### config.mk
export PLATFORM = sky130hd
export DESIGN_NAME = pic8_ctrl
export DESIGN_NICKNAME = d
export VERILOG_FILES = /design/src/rtl/pic8_pkg.sv /design/src/rtl/pic8_cfg.sv /design/src/rtl/pic8_req.sv /design/src/rtl/pic8_prio.sv /design/src/rtl/pic8_ctrl.sv
export SDC_FILE = /design/constraint.sdc
export NUM_CORES = 1
export LEC_CHECK = 0
export BUFFER_PORTS_ARGS = -buffer_cell sky130_fd_sc_hd__buf_2
export CORE_MARGIN = 4
export CORE_UTILIZATION = 40
export CTS_CLUSTER_DIAMETER = 100
export DETAILED_ROUTE_END_ITERATION = 10
export GPL_ROUTABILITY_DRIVEN = 0
export GPL_TIMING_DRIVEN = 0
export PLACE_DENSITY_LB_ADDON = 0.05
export SYNTH_ARGS = -nofsm -noshare
export SYNTH_HDL_FRONTEND = slang
export SYNTH_HIERARCHICAL = 1
export SYNTH_SLANG_ARGS = --single-unit
### constraint.sdc
create_clock -name clk -period 4.4 [get_ports clk]
set_input_delay 0 -clock clk [delete_from_list [all_inputs] [get_ports clk]]
set_output_delay 0 -clock clk [all_outputs]
set_load 0.1 [all_outputs]
### src/rtl/pic8_pkg.sv
package pic8_pkg;

    typedef enum logic [2:0] {
        ST_IDLE,
        ST_GET_BASE,
        ST_GET_CASC,
        ST_GET_MODE,
        ST_RUN
    } cfg_state_t;

    localparam logic [7:0] CMD_INIT    = 8'h11;
    localparam logic [7:0] CMD_SEL_IRR = 8'h0A;
    localparam logic [7:0] CMD_SEL_ISR = 8'h0B;
    localparam logic [4:0] CMD_EOI_TOP = 5'b01100;
    localparam int         MODE_AUTO_BIT = 1;

endpackage

### src/rtl/pic8_cfg.sv
module pic8_cfg
    import pic8_pkg::*;
#(
    parameter int LVL_W = 3
) (
    input  logic             clk,
    input  logic             rst_n,
    input  logic             bus_wr,
    input  logic             bus_addr,
    input  logic [7:0]       bus_wdata,
    output logic             ready,
    output logic [7-LVL_W:0] vec_hi,
    output logic [7:0]       casc_word,
    output logic             auto_eoi,
    output logic [7:0]       mask_q,
    output logic             sel_isr,
    output logic             init_pulse,
    output logic             eoi_vld,
    output logic [LVL_W-1:0] eoi_lvl
);

    cfg_state_t state_q, state_n;
    logic cmd_wr, dat_wr;

    assign cmd_wr     = bus_wr & ~bus_addr;
    assign dat_wr     = bus_wr &  bus_addr;
    assign ready      = (state_q == ST_RUN);
    assign init_pulse = cmd_wr && (bus_wdata == CMD_INIT);
    assign eoi_vld    = ready && cmd_wr && (bus_wdata[7:LVL_W] == CMD_EOI_TOP);
    assign eoi_lvl    = bus_wdata[LVL_W-1:0];

    always_comb begin
        state_n = state_q;
        if (init_pulse) begin
            state_n = ST_GET_BASE;
        end else begin
            unique case (state_q)
                ST_IDLE:     state_n = ST_IDLE;
                ST_GET_BASE: if (dat_wr) state_n = ST_GET_CASC;
                ST_GET_CASC: if (dat_wr) state_n = ST_GET_MODE;
                ST_GET_MODE: if (dat_wr) state_n = ST_RUN;
                ST_RUN:      state_n = ST_RUN;
                default:     state_n = ST_IDLE;
            endcase
        end
    end

    always_ff @(posedge clk or negedge rst_n) begin
        if (!rst_n) state_q <= ST_IDLE;
        else        state_q <= state_n;
    end

    always_ff @(posedge clk or negedge rst_n) begin
        if (!rst_n) begin
            vec_hi    <= '0;
            casc_word <= '0;
            auto_eoi  <= 1'b0;
            mask_q    <= 8'hFF;
            sel_isr   <= 1'b0;
        end else if (init_pulse) begin
            sel_isr <= 1'b0;
        end else begin
            unique case (state_q)
                ST_GET_BASE: if (dat_wr) vec_hi <= bus_wdata[7:LVL_W];
                ST_GET_CASC: if (dat_wr) casc_word <= bus_wdata;
                ST_GET_MODE: if (dat_wr) auto_eoi <= bus_wdata[MODE_AUTO_BIT];
                ST_RUN: begin
                    if (dat_wr) mask_q <= bus_wdata;
                    if (cmd_wr && bus_wdata == CMD_SEL_IRR) sel_isr <= 1'b0;
                    if (cmd_wr && bus_wdata == CMD_SEL_ISR) sel_isr <= 1'b1;
                end
                default: ;
            endcase
        end
    end

endmodule

### src/rtl/pic8_req.sv
module pic8_req #(
    parameter int         N_IN      = 8,
    parameter logic [7:0] EDGE_ONLY = 8'h07
) (
    input  logic            clk,
    input  logic            rst_n,
    input  logic [N_IN-1:0] lines,
    input  logic            trig_we,
    input  logic [N_IN-1:0] trig_wdata,
    input  logic [N_IN-1:0] ack_clr,
    input  logic            clr_all,
    output logic [N_IN-1:0] trig_q,
    output logic [N_IN-1:0] irr_q
);

    logic [N_IN-1:0] prev_q;

    always_ff @(posedge clk or negedge rst_n) begin
        if (!rst_n) trig_q <= '0;
        else if (trig_we) trig_q <= trig_wdata & ~EDGE_ONLY[N_IN-1:0];
    end

    always_ff @(posedge clk or negedge rst_n) begin
        if (!rst_n) begin
            prev_q <= '0;
            irr_q  <= '0;
        end else begin
            prev_q <= lines;
            for (int i = 0; i < N_IN; i++) begin
                if (trig_q[i])             irr_q[i] <= lines[i];
                else if (!lines[i])        irr_q[i] <= 1'b0;
                else if (!prev_q[i])       irr_q[i] <= 1'b1;
                else if (ack_clr[i] || clr_all) irr_q[i] <= 1'b0;
            end
        end
    end

endmodule

### src/rtl/pic8_prio.sv
module pic8_prio #(
    parameter int N_IN  = 8,
    parameter int LVL_W = 3
) (
    input  logic [N_IN-1:0]  irr,
    input  logic [N_IN-1:0]  mask,
    input  logic [N_IN-1:0]  isr,
    output logic             present,
    output logic [LVL_W-1:0] lvl
);

    logic [N_IN-1:0] pend;
    logic            done;

    assign pend = irr & ~mask;

    always_comb begin
        present = 1'b0;
        lvl     = '0;
        done    = 1'b0;
        for (int i = 0; i < N_IN; i++) begin
            if (!done && isr[i]) begin
                done = 1'b1;
            end else if (!done && pend[i]) begin
                done    = 1'b1;
                present = 1'b1;
                lvl     = LVL_W'(i);
            end
        end
    end

endmodule

### src/rtl/pic8_ctrl.sv
module pic8_ctrl
    import pic8_pkg::*;
#(
    parameter int         N_IN      = 8,
    parameter logic [7:0] EDGE_ONLY = 8'h07
) (
    input  logic       clk,
    input  logic       rst_n,
    input  logic       bus_wr,
    input  logic       bus_addr,
    input  logic [7:0] bus_wdata,
    output logic [7:0] bus_rdata,
    input  logic [7:0] irq_lines,
    input  logic       trig_we,
    input  logic [7:0] trig_wdata,
    output logic [7:0] trig_mode,
    input  logic       is_master,
    input  logic [2:0] cas_in,
    output logic       int_req,
    input  logic       int_ack,
    output logic       vec_valid,
    output logic [7:0] vec_data,
    output logic       cas_drive,
    output logic [2:0] cas_out
);

    localparam int LVL_W = $clog2(N_IN);
    localparam logic [LVL_W-1:0] LOWEST = LVL_W'(N_IN - 1);

    logic             cfg_ready, auto_eoi, sel_isr, init_pulse, eoi_vld;
    logic [7-LVL_W:0] vec_hi;
    logic [7:0]       casc_word, mask_q;
    logic [LVL_W-1:0] eoi_lvl, win_lvl;
    logic [7:0]       irr_q, isr_q, isr_n, ack_clr;
    logic             win_ok, ack_ok, to_slave;

    pic8_cfg #(.LVL_W(LVL_W)) u_cfg (
        .clk(clk), .rst_n(rst_n), .bus_wr(bus_wr), .bus_addr(bus_addr),
        .bus_wdata(bus_wdata), .ready(cfg_ready), .vec_hi(vec_hi),
        .casc_word(casc_word), .auto_eoi(auto_eoi), .mask_q(mask_q),
        .sel_isr(sel_isr), .init_pulse(init_pulse), .eoi_vld(eoi_vld),
        .eoi_lvl(eoi_lvl)
    );

    pic8_req #(.N_IN(N_IN), .EDGE_ONLY(EDGE_ONLY)) u_req (
        .clk(clk), .rst_n(rst_n), .lines(irq_lines), .trig_we(trig_we),
        .trig_wdata(trig_wdata), .ack_clr(ack_clr), .clr_all(init_pulse),
        .trig_q(trig_mode), .irr_q(irr_q)
    );

    pic8_prio #(.N_IN(N_IN), .LVL_W(LVL_W)) u_prio (
        .irr(irr_q), .mask(mask_q), .isr(isr_q),
        .present(win_ok), .lvl(win_lvl)
    );

    assign ack_ok   = int_ack && cfg_ready &&
                      (is_master || cas_in == casc_word[LVL_W-1:0]);
    assign to_slave = is_master && win_ok && casc_word[win_lvl];
    assign ack_clr  = (ack_ok && win_ok) ? (8'h01 << win_lvl) : 8'h00;
    assign int_req  = cfg_ready && win_ok;
    assign bus_rdata = bus_addr ? mask_q : (sel_isr ? isr_q : irr_q);

    always_comb begin
        isr_n = isr_q;
        if (init_pulse) begin
            isr_n = '0;
        end else begin
            if (eoi_vld) isr_n[eoi_lvl] = 1'b0;
            if (ack_ok && win_ok && !auto_eoi) isr_n[win_lvl] = 1'b1;
        end
    end

    always_ff @(posedge clk or negedge rst_n) begin
        if (!rst_n) isr_q <= '0;
        else        isr_q <= isr_n;
    end

    always_ff @(posedge clk or negedge rst_n) begin
        if (!rst_n) begin
            vec_valid <= 1'b0;
            vec_data  <= '0;
            cas_drive <= 1'b0;
            cas_out   <= '0;
        end else begin
            vec_valid <= ack_ok && !to_slave;
            cas_drive <= ack_ok && to_slave;
            if (ack_ok) begin
                vec_data <= {vec_hi, (win_ok ? win_lvl : LOWEST)};
                cas_out  <= to_slave ? win_lvl : '0;
            end
        end
    end

endmodule

==> results.yml, run 1 <==
status:
  status: "complete, no violations"
setup_path:
  r2r_slack_ns: 1.51
  slowest_stage: "dfstp_2"
  path_delay_family: "simple AND/OR/NAND/NOR gates"
  r2r_cells: 8
  crit_fanout: 8
  crit_buf_inv: 0
  startpoint_type: "register"
  path_cells: "nand2b_1 > and3_1 > o211ai_1 > o2bb2ai_1 > nand3_1 > nor3_1 > nor3b_2 > o31a_1"
  critPathMaxStageDelay_ns: 0.56
  end_kind: "register"
  path_class: "register to register"
  r2r_end: "u_req/irr_q[4]$_DFFE_PN0P_"
  arrival_ns: 3.12
  regToRegStartpoint: "u_cfg/mask_q[0]$_DFFE_PN1P_"
  worstPathRequired_ns: 4.63
final_layout:
  final_common_cell: "dfrtp_1"
  layout-drive-gt1-share_pct: 34.5
  diodes: 0
  synthToLayoutAreaGrowth_pct: 26.5
  nets: 432
  final_cell_mix: "dfrtp_1, buf_2, mux2_2"
  num-fill-cells: 770
clock_network:
  holdBufCountCts: 26
  cts.sinks: 68
  clkTransAtPathRegs_ns: 0.08
  cts_setup_buffers: 0
  clockBufferDepth: 2
  cts_made_buffers: 9
  cts_tree: "done"
  cts_root_buf: "clkbuf_8"
  htreeDepth: 3
  worstSkewPairLatency_ns: 0.35
  cts-resized-gates: 0
floorplan:
  io_pins: 64
  die_h_um: 100
  core_area_um2: 8220
  die_area_um2: 10000
  dieWidth_um: 100
  rows: 33
  initial_utilization_pct: 41.3
power:
  p_per_area_nw_per_um2: 436
  p_leak_nw: 1.99
  vdd_drop_max_mv: 0.197
detailed_routing:
  finalWirelength_mm: 8.18
  top_layer: "met4"
  drtIter0Drc: 76
  vias_per_cell: 5.12
  drt-met1-wl_mm: 3.86
  wl_per_cell_um: 16.1
  drc: 0
  dr.pass1.iters: 4
  route.met3.wl_um: 369
  num_vias: 2600
  routed-wl-met2_mm: 3.74
  ant_nets: 0
worst_hold_path:
  hold_end: "u_cfg/auto_eoi$_DFFE_PN0P_"
  hold_depth: 2
  hold_path.class: "input port to register"
  hp-start: "bus_wdata[1]"
synth:
  ys_types: 62
  yosysSeqAreaShare_pct: 50.5
  synth-edff-count: 0
  ys_ff_latch: 68
  synth-warning-count: 6
  synth_area_um2: 3390
  syn_area_per_cell_um2: 11.2
  ys.flop_type: "dfrtp_1"
  syn_inst: 302
  synth-async-reset-ratio_pct: 100
sta:
  fin_worst_skew_ns: 0.00756
  fin_hold_ws_ns: 0.0401
  setup_viol: 0
  setup_tns_ns: 0
  worst_pin_slew_ns: 0.845
  rsz0062_at_grt: "no"
  period_needed_ns: 2.89
  max_clock_freq_mhz: 346
  fin_crit_sh_pct: 65.7
  maxSlewHeadroom_pct: 43.7
  slew_viol_final: 0
  hold_violations: 0
placement:
  post-dp-hpwl_mm: 5.96
  io_buffers: 57
global_route:
  antenna_found_initial: 0
  grt_use_total_pct: 17.5
  grt_pass1_wl_mm: 13.4
  grt_start_max_net_pins: 69
  grt_pass1_vias: 2603
  gr-total-overflow: 0
job:
  drv_cap: 0
-- state kept, by name, summed over array words and instances (netlist names) --
name	cells
u_cfg/auto_eoi	1
u_req/prev_q	8
u_req/irr_q	8
u_cfg/casc_word	8
u_cfg/vec_hi	5
isr_q	8
u_cfg/mask_q	8
u_cfg/state_q	3
u_req/trig_q	5
cas_out	3
cas_drive	1
vec_data	8
u_cfg/sel_isr	1
vec_valid	1
-- metal layers --
layer / vias up / GRT usage [%]
met1: 1256 / 24.3
met3: 16 / 3.68
li1: 1271 / -
met4: 0 / 7.98
met2: 57 / 26.3
met5: - / 0
-- layout make-up --
| type | count | area, um^2 | share of cell area (%) |
|---|---|---|---|
| inverter | 18 | 67.6 | 1.58 |
| sequential | 68 | 1710 | 39.9 |
| buffer | 14 | 90.1 | 2.10 |
| multi-input combinational | 204 | 1530 | 35.6 |
| clock inverter | 5 | 60.1 | 1.40 |
| clock buffer | 11 | 151 | 3.53 |
| timing repair buffer | 83 | 548 | 12.8 |
| tap | 105 | 131 | 3.06 |
-- power by group --
group          switching, mW  leakage (nW)  internal [mW]  total, mW
combinational          0.425          1.05          0.158      0.583
sequential            0.0553         0.840          0.693      0.748
clock                  0.248         0.106          0.294      0.541
total                  0.727          1.99           1.14       1.87
-- cell families (layout without fill, tap and decap cells) --
family	Yosys count	in the layout	share of synthesized area [%]
buf+inv	32	131	4.65
mux	42	42	14.0
flops	68	68	50.5
simple gates	97	97	17.6
other cells	1	3	0.111
compound gates	58	58	12.2
xor+xnor	4	4	1.03
-- worst reg2reg max path: stages, from the launching register on --
cell and delay (ns):
dfstp_2 0.56, nand2b_1 0.18, and3_1 0.23, o211ai_1 0.12, o2bb2ai_1 0.54, nand3_1 0.38
nor3_1 0.41, nor3b_2 0.11, o31a_1 0.25
-- worst max-delay path by stage --
stage / startpoint / to / slack [ns] / depth (start not counted)
2_1_floorplan: u_cfg/mask_q[2]$_DFFE_PN1P_ / cas_out[0]$_DFFE_PN0P_ / 2.11 / 7
3_3_place_gp: u_cfg/mask_q[0]$_DFFE_PN1P_ / u_req/irr_q[4]$_DFFE_PN0P_ / 1.51 / 8
3_5_place_dp: u_cfg/mask_q[0]$_DFFE_PN1P_ / u_req/irr_q[4]$_DFFE_PN0P_ / 1.51 / 8
4_1_cts: u_cfg/mask_q[0]$_DFFE_PN1P_ / u_req/irr_q[4]$_DFFE_PN0P_ / 1.47 / 8
5_1_grt: u_cfg/mask_q[0]$_DFFE_PN1P_ / u_req/irr_q[4]$_DFFE_PN0P_ / 1.30 / 8
6_report: u_cfg/mask_q[0]$_DFFE_PN1P_ / u_req/irr_q[4]$_DFFE_PN0P_ / 1.51 / 8
-- metrics by stage --
step / total power, mW / utilization (%) / cell area (um^2) / worst slack, ns / cells
final: 1.87 / 52.2 / 4290 / 1.51 / 508
after global routing: 1.96 / 52.2 / 4290 / 1.30 / 508
after CTS: 1.90 / 52.2 / 4290 / 1.47 / 508
after detailed placement: 1.33 / 46.4 / 3820 / 1.51 / 466
after global placement: 1.32 / 46.4 / 3810 / 1.51 / 466
after floorplan: 1.20 / - / 3400 / 2.11 / 304
-- synth_stat cells (6+ instances only) --
master    number  share of area, %
dfrtp_1       60                44
mux2_2        27               9.0
nand2_1       26               2.9
nor2_1        18               2.0
inv_1         17               1.9
o21ai_1       10               1.5
mux2i_1        9               2.7
a21oi_1        8               1.2
dfstp_2        8               6.2
nand2b_1       8               1.5
buf_4          7               1.6
nand3_1        7               1.0
nor3_1         6              0.89
(Power assumes the default switching activity.)
==> run 2, diff against run 1 <==
- clock period: 4.4 -> 2.4 ns (I/O delays scaled with it)
==> run 2 against run 1 <==
Global-route usage grew 0.36 points. Worst hold slack gained 0.0070 ns. Setup slack lost 1.5 ns. Largest cell class is now multi-input gates. Highest routed layer unchanged.
==> results.yml, run 2 (synthesis results as in run 1) <==
clock_network:
  clockBufferDepth: 2
  cts_root_buf: "clkbuf_8"
  cts.sinks: 68
  cts_made_buffers: 9
  cts_tree: "done"
  clkTransAtPathRegs_ns: 0.08
  worstSkewPairLatency_ns: 0.35
  htreeDepth: 3
setup_path:
  r2r_end: "cas_out[0]$_DFFE_PN0P_"
  arrival_ns: 2.63
  worstPathRequired_ns: 2.63
  regToRegStartpoint: "u_cfg/mask_q[2]$_DFFE_PN1P_"
  startpoint_type: "register"
  r2r_slack_ns: 0.005
  r2r_cells: 7
  end_kind: "register"
  crit_fanout: 5
  path_class: "register to register"
sta:
  setup_viol: 0
  fin_hold_ws_ns: 0.0470
  slew_viol_final: 0
  period_needed_ns: 2.39
  max_clock_freq_mhz: 418
  hold_violations: 0
  worst_pin_slew_ns: 0.850
  maxSlewHeadroom_pct: 43.3
  fin_crit_sh_pct: 99.8
  rsz0062_at_grt: "yes"
  fin_worst_skew_ns: 0.00752
floorplan:
  core_area_um2: 8220
  io_pins: 64
  dieWidth_um: 100
  die_h_um: 100
  initial_utilization_pct: 41.3
  rows: 33
  die_area_um2: 10000
detailed_routing:
  drtIter0Drc: 69
  ant_nets: 0
  drc: 0
  wl_per_cell_um: 16.4
  dr.pass1.iters: 4
  finalWirelength_mm: 8.51
  num_vias: 2680
  vias_per_cell: 5.17
placement:
  dp.cells: 466
  io_buffers: 57
  post-dp-hpwl_mm: 5.96
global_route:
  gr-total-overflow: 0
  grt_use_total_pct: 17.8
  grt_pass1_vias: 2618
  grt_pass1_wl_mm: 13.7
  antenna_found_initial: 0
  grt_start_max_net_pins: 69
job:
  drv_cap: 0
final_layout:
  synthToLayoutAreaGrowth_pct: 35.9
  layout-drive-gt1-share_pct: 42.9
  final_cell_mix: "dfrtp_1, buf_2, mux2_2"
  nets: 442
  finalNonFillerCells: 518
  num-fill-cells: 741
  diodes: 0
  final_common_cell: "dfrtp_1"
worst_hold_path:
  hold_path.class: "input port to register"
  hold_depth: 2
  hp-start: "bus_wdata[1]"
  hold_end: "u_cfg/auto_eoi$_DFFE_PN0P_"
status:
  status: "complete, no violations"
power:
  p_per_area_nw_per_um2: 780
  p_leak_nw: 2.08
  vdd_drop_max_mv: 0.371
run 2: per-layer routing:
metal	routed length (um)	track usage, %
met1	3990	25.0
met2	3980	26.8
met5	0	0
met4	214	7.88
met3	335	3.68
run 2: critical path, cell delays in order, from the launching register on:
cell and delay (ns):
dfstp_2 0.58, nor2b_4 0.06, nor4b_4 0.28, nand3_2 0.18
o22ai_4 0.27, mux4_2 0.59, o22ai_4 0.22, o2bb2ai_1 0.11
run 2: cell type report:
type                    instances  area, um^2  area share, %
plain buffers                  14         100           2.17
clock buffers                  11         151           3.29
clock inverters                 5        60.1           1.30
inverters                      18        67.6           1.47
multi-input cells             204        1740           37.8
flip-flops and latches         68        1710           37.2
well taps                     105         131           2.85
repair buffers                 93         642           13.9
run 2: worst max-delay path by stage:
stage	cells after the start	startpoint	slack (ns)	end
detailed placement	8	u_cfg/mask_q[0]$_DFFE_PN1P_	-0.49	u_req/irr_q[4]$_DFFE_PN0P_
CTS	7	u_cfg/mask_q[2]$_DFFE_PN1P_	0.005	cas_out[2]$_DFFE_PN0P_
floorplan	7	u_cfg/mask_q[2]$_DFFE_PN1P_	0.11	cas_out[0]$_DFFE_PN0P_
finish	7	u_cfg/mask_q[2]$_DFFE_PN1P_	0.005	cas_out[0]$_DFFE_PN0P_
global placement	8	u_cfg/mask_q[0]$_DFFE_PN1P_	-0.49	u_req/irr_q[4]$_DFFE_PN0P_
global route	7	u_cfg/mask_q[2]$_DFFE_PN1P_	-0.13	cas_out[0]$_DFFE_PN0P_
run 2: what timing repair did:
action	CTS	global route
pin swaps	5	6
gates resized for setup	23	25
hold buffers	26	0
buffers inserted	3	7
endpoints found under the hold margin	100	0
endpoints found under the setup margin	14	15
cloned	0	0
run 2: stage by stage:
step	power [mW]	area, um^2	setup TNS [ns]	util, %	setup WS [ns]
floorplan	2.20	3400	0	-	0.111
global placement	2.42	3810	-3.14	46.4	-0.494
detailed placement	2.43	3820	-3.16	46.4	-0.491
CTS	3.55	4440	0	54.0	0.00504
global route	3.76	4610	-0.771	56.1	-0.125
finish	3.59	4610	0	56.1	0.00540
run 2: where the power goes:
part	leakage, nW	switching, mW	internal [mW]
combinational	1.14	0.849	0.376
clock	0.106	0.455	0.538
sequential	0.839	0.103	1.27
